===== config.mk =====
export PLATFORM = sky130hd
export DESIGN_NAME = mph_clkgen
export DESIGN_NICKNAME = d
export VERILOG_FILES = /design/src/rtl/mph_pkg.sv /design/src/rtl/mph_ring.sv /design/src/rtl/mph_octbank.sv /design/src/rtl/mph_clkgen.sv
export SDC_FILE = /design/constraint.sdc
export NUM_CORES = 1
export LEC_CHECK = 0
export ABC_CLOCK_PERIOD_IN_PS = 1220
export BUFFER_PORTS_ARGS = -buffer_cell sky130_fd_sc_hd__buf_4
export CAP_MARGIN = 30
export CORE_MARGIN = 2
export CORE_UTILIZATION = 50
export DETAILED_ROUTE_END_ITERATION = 16
export HOLD_SLACK_MARGIN = 0.1
export PLACE_DENSITY = 0.78
export SLEW_MARGIN = 20
export SYNTH_ARGS = -nofsm -noshare
export SYNTH_HDL_FRONTEND = slang
export SYNTH_HIERARCHICAL = 1
export SYNTH_SLANG_ARGS = --single-unit

===== constraint.sdc =====
create_clock -name clk -period 1.22 [get_ports clk]
set_input_delay 0.122 -clock clk [delete_from_list [all_inputs] [get_ports clk]]
set_output_delay 0.122 -clock clk [all_outputs]
set_load 0.02 [all_outputs]

===== src/rtl/mph_pkg.sv =====
package mph_pkg;

  // Default sizes shared by the generator and its checker.
  localparam int unsigned QUAD_PHASES = 4;
  localparam int unsigned OCT_PHASES  = 8;
  localparam int unsigned OCT_BANKS   = 4;

  // Seed pattern of a rotating register.
  typedef enum logic [0:0] {
    RING_ONEHOT = 1'b0,  // single bit set at index 0
    RING_HALF   = 1'b1   // lower half of the bits set
  } ring_kind_e;

endpackage


===== src/rtl/mph_ring.sv =====
module mph_ring
  import mph_pkg::*;
#(
  parameter int unsigned W    = 4,
  parameter ring_kind_e  KIND = RING_ONEHOT
) (
  input  logic         clk,
  input  logic         rst,
  input  logic         adv,
  output logic [W-1:0] ph,
  output logic         vld
);

  localparam int unsigned HALF = W / 2;
  localparam logic [W-1:0] ALL_ONES = {W{1'b1}};

  logic [W-1:0] seed;

  generate
    if (KIND == RING_ONEHOT) begin : g_onehot
      assign seed = W'(1);
    end else begin : g_half
      assign seed = ALL_ONES >> (W - HALF);
    end
  endgenerate

  always_ff @(posedge clk) begin
    if (rst) begin
      ph  <= seed;
      vld <= 1'b0;
    end else if (adv) begin
      ph  <= {ph[W-2:0], ph[W-1]};
      vld <= 1'b1;
    end
  end

endmodule


===== src/rtl/mph_octbank.sv =====
module mph_octbank
  import mph_pkg::*;
#(
  parameter int unsigned O_PH = 8
) (
  input  logic            clk,
  input  logic            rst,
  input  logic            bank_rst,
  input  logic            en,
  output logic [O_PH-1:0] ph,
  output logic            vld
);

  logic restart;

  // A global or a local restart, both synchronous; either wins over en.
  assign restart = rst | bank_rst;

  mph_ring #(.W(O_PH), .KIND(RING_ONEHOT)) u_ring (
    .clk (clk),
    .rst (restart),
    .adv (en),
    .ph  (ph),
    .vld (vld)
  );

endmodule


===== src/rtl/mph_clkgen.sv =====
module mph_clkgen
  import mph_pkg::*;
#(
  parameter int unsigned Q_PH   = QUAD_PHASES,
  parameter int unsigned O_PH   = OCT_PHASES,
  parameter int unsigned N_BANK = OCT_BANKS
) (
  input  logic                   clk,
  input  logic                   rst,
  input  logic                   en,
  input  logic [N_BANK-1:0]      bank_rst,
  output logic [Q_PH-1:0]        quad_np,
  output logic [Q_PH-1:0]        quad_50,
  output logic [N_BANK*O_PH-1:0] oct_ph,
  output logic                   quad_vld,
  output logic [N_BANK-1:0]      oct_vld
);

  logic np_vld;
  logic h_vld;

  // Non-overlapping quarter-rate phases.
  mph_ring #(.W(Q_PH), .KIND(RING_ONEHOT)) u_np (
    .clk (clk),
    .rst (rst),
    .adv (en),
    .ph  (quad_np),
    .vld (np_vld)
  );

  // Half-duty quarter-rate phases, locked to the one-hot ring.
  mph_ring #(.W(Q_PH), .KIND(RING_HALF)) u_half (
    .clk (clk),
    .rst (rst),
    .adv (en),
    .ph  (quad_50),
    .vld (h_vld)
  );

  assign quad_vld = np_vld & h_vld;

  // Eighth-rate banks, each with its own restart.
  for (genvar b = 0; b < N_BANK; b++) begin : g_bank
    mph_octbank #(.O_PH(O_PH)) u_bank (
      .clk      (clk),
      .rst      (rst),
      .bank_rst (bank_rst[b]),
      .en       (en),
      .ph       (oct_ph[b*O_PH +: O_PH]),
      .vld      (oct_vld[b])
    );
  end

endmodule


==> results of run 1 <==
-- final timing paths --
kind | start | endpoint | slack [ns] | cells past startpoint
setup / recovery | u_np/vld | quad_vld | 0.11 | 2
hold / removal | en | g_bank[0].u_bank/u_ring/ph[0] | 0.22 | 3
setup reg to reg | u_half/ph[0] | u_half/ph[0] | 0.41 | 2
hold reg to reg | u_half/vld | u_half/vld | 0.47 | 2
-- routing by layer --
layer  GRT usage  part of all wire
met1       0.222              0.42
met2       0.337              0.49
met3      0.0861             0.073
met4      0.0821             0.017
met5           0                 0
-- state kept, by name, indices dropped and copies added, names as in the netlist --
| register | count |
|---|---|
| g_bank.u_bank/u_ring/ph | 32 |
| u_np/vld | 1 |
| g_bank.u_bank/u_ring/vld | 4 |
| u_half/ph | 4 |
| u_half/vld | 1 |
| u_np/ph | 4 |
-- timing repair --
action / CTS / global route
hold buffers: 5 / 0
hold endpoints to repair: 14 / 0
endpoints found under the setup margin: 0 / 0
-- where the power goes --
part / leakage (uW) / internal [uW] / switching (uW)
clock: 0.0000395 / 435 / 439
sequential: 0.000375 / 1540 / 28.9
combinational: 0.000620 / 153 / 158
total: 0.00103 / 2130 / 625
-- placed cells by master, fill, tap and decap left out --
| master | n |
|---|---|
| and2_1 | 1 |
| buf_4 | 55 |
| a211o_1 | 7 |
| bufinv_16 | 1 |
| nor2_1 | 45 |
| buf_12 | 2 |
| nor2b_2 | 5 |
| or2_1 | 4 |
| nor2b_1 | 2 |
| dfxtp_1 | 46 |
| clkbuf_1 | 2 |
| mux2i_1 | 33 |
| clkbuf_4 | 5 |
| dlygate4sd3_1 | 5 |
-- through the flow --
| step | util | power (uW) | instance area [sq um] | setup WS, ns | instances |
|---|---|---|---|---|---|
| 4_1_cts | 0.710 | 2800 | 2200 | 0.0830 | 257 |
| 5_1_grt | 0.710 | 2880 | 2200 | 0.0429 | 257 |
| 6_report | 0.710 | 2760 | 2200 | 0.107 | 257 |
| 3_3_place_gp | 0.669 | 1890 | 2080 | 0.339 | 244 |
| 3_5_place_dp | 0.669 | 1910 | 2080 | 0.294 | 244 |
| 2_1_floorplan | - | 1800 | 1660 | 0.363 | 153 |
-- critical path, stage by stage, from the launching register on --
cell	delay, ns
dfxtp_1	0.33
and2_1	0.16
buf_4	0.15
-- area by class of cell --
type | count | area [sq um]
fill | 259 | 901
multi-input combinational | 97 | 648
timing repair buffer | 62 | 503
clock inverter | 1 | 30.0
tap | 44 | 55.1
sequential | 46 | 921
clock buffer | 7 | 45.0
-- logic make-up after synthesis --
family / count (synthesis) / synth area share
compound gates: 7 / 0.0370
mux: 33 / 0.199
simple gates: 57 / 0.155
flops: 46 / 0.556
buf+inv: 10 / 0.0529
==> results.yml, run 1 <==
power:
  ir_worst_vdd_v: 0.000716
  p_leak_uw: 0.00103
  power.density_nw_per_um2: 1250
cts:
  cts.sinks: 46
  clock_latency_ns: 0.35
  cts-root-buf: "clkbuf_4"
  cts_resized: 0
  clock_path_buffers: 2
  cts_tree: "built"
  cts_buffers: 5
  clk_pin_slew_ns: 0.12
  cts_setup_buffers: 0
  htreeDepth: 2
yosys:
  yosysTopAreaCell: "dfxtp_1"
  synth_edf_count: 0
  synth_seq_cells: 46
  synth.avg_cell_area_sq_um: 10.8
  syn_area_sq_um: 1660
  ys_types: 10
  synth.area.top_cells: "dfxtp_1 (56%), mux2i_1 (20%), nor2_1 (10%)"
  ys_seq_area_frac: 0.556
  synth_top_area_frac: 0.556
  netlist_instances: 153
  async_flop_share: 0
  synthTopCellsByCount: "dfxtp_1 (46), nor2_1 (45), mux2i_1 (33), a211o_1 (7), buf_6 (6)"
  synth-main-ff-cell: "dfxtp_1"
  yosysMostFrequentCell: "dfxtp_1"
  ys_warn_count: 6
  syn_nets: 160
floorplanning:
  core-area_sq_um: 3100
  io_pins: 52
  rows: 20
  start_util: 0.534
  chipWidth_um: 61.6
  die_h_um: 61.6
  dieArea_sq_um: 3790
detailed_routing:
  vias: 1239
  first_pass_iters: 3
  routed_wl_um: 3290
  final_antenna_net_count: 0
  wire_per_inst_um: 12.8
  drc: 0
  vias_per_cell: 4.82
  drt_iter0_markers: 50
global_route:
  grt_max_degree: 34
  grt.overflow.total: 0
  grt_pass1_wl_um: 5470
  grt_usage: 0.200
  grt_pass1_vias: 1253
  antenna_found_initial: 0
status:
  outcome: "completed"
sta:
  setup_viol: 0
  worst_slew_pin_slew_ns: 0.163
  fin_crit_sh: 0.912
  slew_headroom: 0.888
  fmax_ghz: 0.899
  rsz0062_at_grt: "false"
  whs_ns: 0.225
  period_minus_slack_ns: 1.11
  finalSetupTns_ns: 0
  final_max_slew_viol_count: 0
  report.final.hold_viol_count: 0
  fin_worst_skew_ns: 0.00832
worst_setup_path:
  required_ns: 1.10
  worstSetupPathType: "reg2out"
  crit_fanout: 2
  cp-start-kind: "flip-flop"
  critPathArrivalTime_ns: 0.99
  worst_setup_path_end_kind: "output pin"
placement:
  place.gp.congestion: 0.772
  port_buffers: 51
  dp_hpwl_um: 2400
cells_and_area:
  drive_above_1_share: 0.319
  fin_nets: 219
  diodes: 0
  syn_to_final_growth_pct: 32.9
hold_path:
  hold_class: "in2reg"
flow_run:
  cap_violations: 0
Power figures use the tool's default switching activity.
==> run 2: changes to the inputs <==
CORE_ASPECT_RATIO = 1.1   (was default)
==> run 2 against run 1 <==
  * The flow now finishes with violations (design-rule violations)
  * Critical path depth rose by 2
  * Global-route usage is 2.2 points lower
  * Clock skew decreased by 0.0012 ns
  * Worst hold slack lost 0.063 ns
  * Critical endpoint is now g_bank[0].u_bank/u_ring/ph[0]
  * Largest cell class unchanged
  * Highest routed layer unchanged
==> results.yml, run 2 (same netlist as run 1, synthesis figures left out) <==
cells_and_area:
  stdcell_area_sq_um: 2190
  drive_above_1_share: 0.329
  regMostFlops: "g_bank.u_bank/u_ring/ph"
  final_core_util: 0.707
  diodes: 0
  largest_reg_flops: 32
  final_common_cell: "buf_4"
  most-common-layout-cells: "buf_4 (55), dfxtp_1 (46), nor2_1 (45)"
  fin_nets: 219
  syn_to_final_growth_pct: 32.3
sta:
  setup_viol: 0
  finalSetupTns_ns: 0
  fin_crit_sh: 0.901
  whs_ns: 0.162
  fin_worst_skew_ns: 0.00715
  slew_headroom: 0.865
  worst_slew_pin_slew_ns: 0.203
  report.final.hold_viol_count: 0
  fmax_ghz: 0.910
  final_max_slew_viol_count: 0
  rsz0062_at_grt: "false"
  period_minus_slack_ns: 1.10
cts:
  clk_pin_slew_ns: 0.13
  clock_latency_ns: 0.34
  cts.sinks: 46
  postCtsHoldBufs: 5
  cts_buffers: 5
  clock_path_buffers: 2
  cts_tree: "built"
  cts_resized: 0
  cts_setup_buffers: 0
  cts-root-buf: "clkbuf_4"
  htreeDepth: 2
worst_setup_path:
  worst_setup_path_end_kind: "flip-flop"
  crit_chain: "dlygate4sd3_1 -> buf_4 -> or2_1 -> a211o_1"
  crit_fanout: 14
  worstSetupPathType: "in2reg"
  slowest_stage: "dlygate4sd3_1"
  r2r_cells: 2
  required_ns: 1.47
  critPathMaxStageDelay_ns: 0.53
  critPathArrivalTime_ns: 1.34
  cp-start-kind: "input port"
floorplanning:
  chipWidth_um: 58.9
  die_h_um: 64.4
  io_pins: 52
  rows: 21
  core-area_sq_um: 3100
  dieArea_sq_um: 3790
  start_util: 0.534
status:
  outcome: "complete, but fails checks"
  violations: "design-rule violations"
placement:
  dp_hpwl_um: 2230
  port_buffers: 51
  place.gp.congestion: 0.800
  placed_cell_area_sq_um: 2060
hold_path:
  hold_depth: 2
  hold_class: "in2reg"
global_route:
  grt.overflow.total: 0
  grt_pass1_wl_um: 5190
  grt_usage: 0.179
  grt_max_degree: 24
  grt_pass1_vias: 1176
  antenna_found_initial: 0
detailed_routing:
  drc: 3
  routed_wl_um: 3150
  first_pass_iters: 10
  vias_per_cell: 5.01
  drt_iter0_markers: 51
  vias: 1237
  final_antenna_net_count: 0
  wire_per_inst_um: 12.7
power:
  finalPower_uw: 2760
  p_leak_uw: 0.00104
  power.density_nw_per_um2: 1260
  ir_worst_vdd_v: 0.00100
flow_run:
  cap_violations: 0
## run 2: cell types whose count changed in the layout (fill, tap and decap cells not counted)
cell,delta
clkinv_2,+2
clkbuf_1,-2
## run 2: report_power, final
part           internal [uW]  switching (uW)
Combinational            152             156
Clock                    425             452
Sequential              1540            29.8
Total                   2120             638
## run 2: cell type report
cell class              instances  area (sq um)
multi-input cells              97           648
clock inverters                 3          40.0
clock buffers                   5          37.5
flip-flops and latches         46           921
fillers                       244           908
well taps                      34          42.5
repair buffers                 62           503
## run 2: per-stage QoR
step | std cells | setup WS, ns
2_1_floorplan | 153 | 0.363
3_3_place_gp | 234 | 0.290
3_5_place_dp | 234 | 0.279
4_1_cts | 247 | 0.113
5_1_grt | 247 | 0.0726
6_report | 247 | 0.121
## run 2: metal layers
layer | global-route usage | up-vias | share of wire
li1 | - | 620 | -
met4 | 0.0426 | 0 | 0.0038
met2 | 0.308 | 40 | 0.51
met1 | 0.214 | 575 | 0.42
met3 | 0.0547 | 2 | 0.060
met5 | 0 | - | 0
## run 2: path summary, 6_finish.rpt
check                                      from                       endpoint  slack [ns]
hold reg to reg                        u_np/vld                       u_np/vld        0.48
setup reg to reg  g_bank[1].u_bank/u_ring/ph[0]  g_bank[1].u_bank/u_ring/ph[0]        0.42
hold / removal                               en                     u_np/ph[0]        0.16
setup / recovery                            rst  g_bank[0].u_bank/u_ring/ph[0]        0.12
## run 2: worst max-delay path, delay by kind of cell
kind / cells / cell delay, ns
and+or+nand+nor: 1 / 0.23
buffers and inverters: 2 / 0.72
AOI/OAI and AO/OA: 1 / 0.26
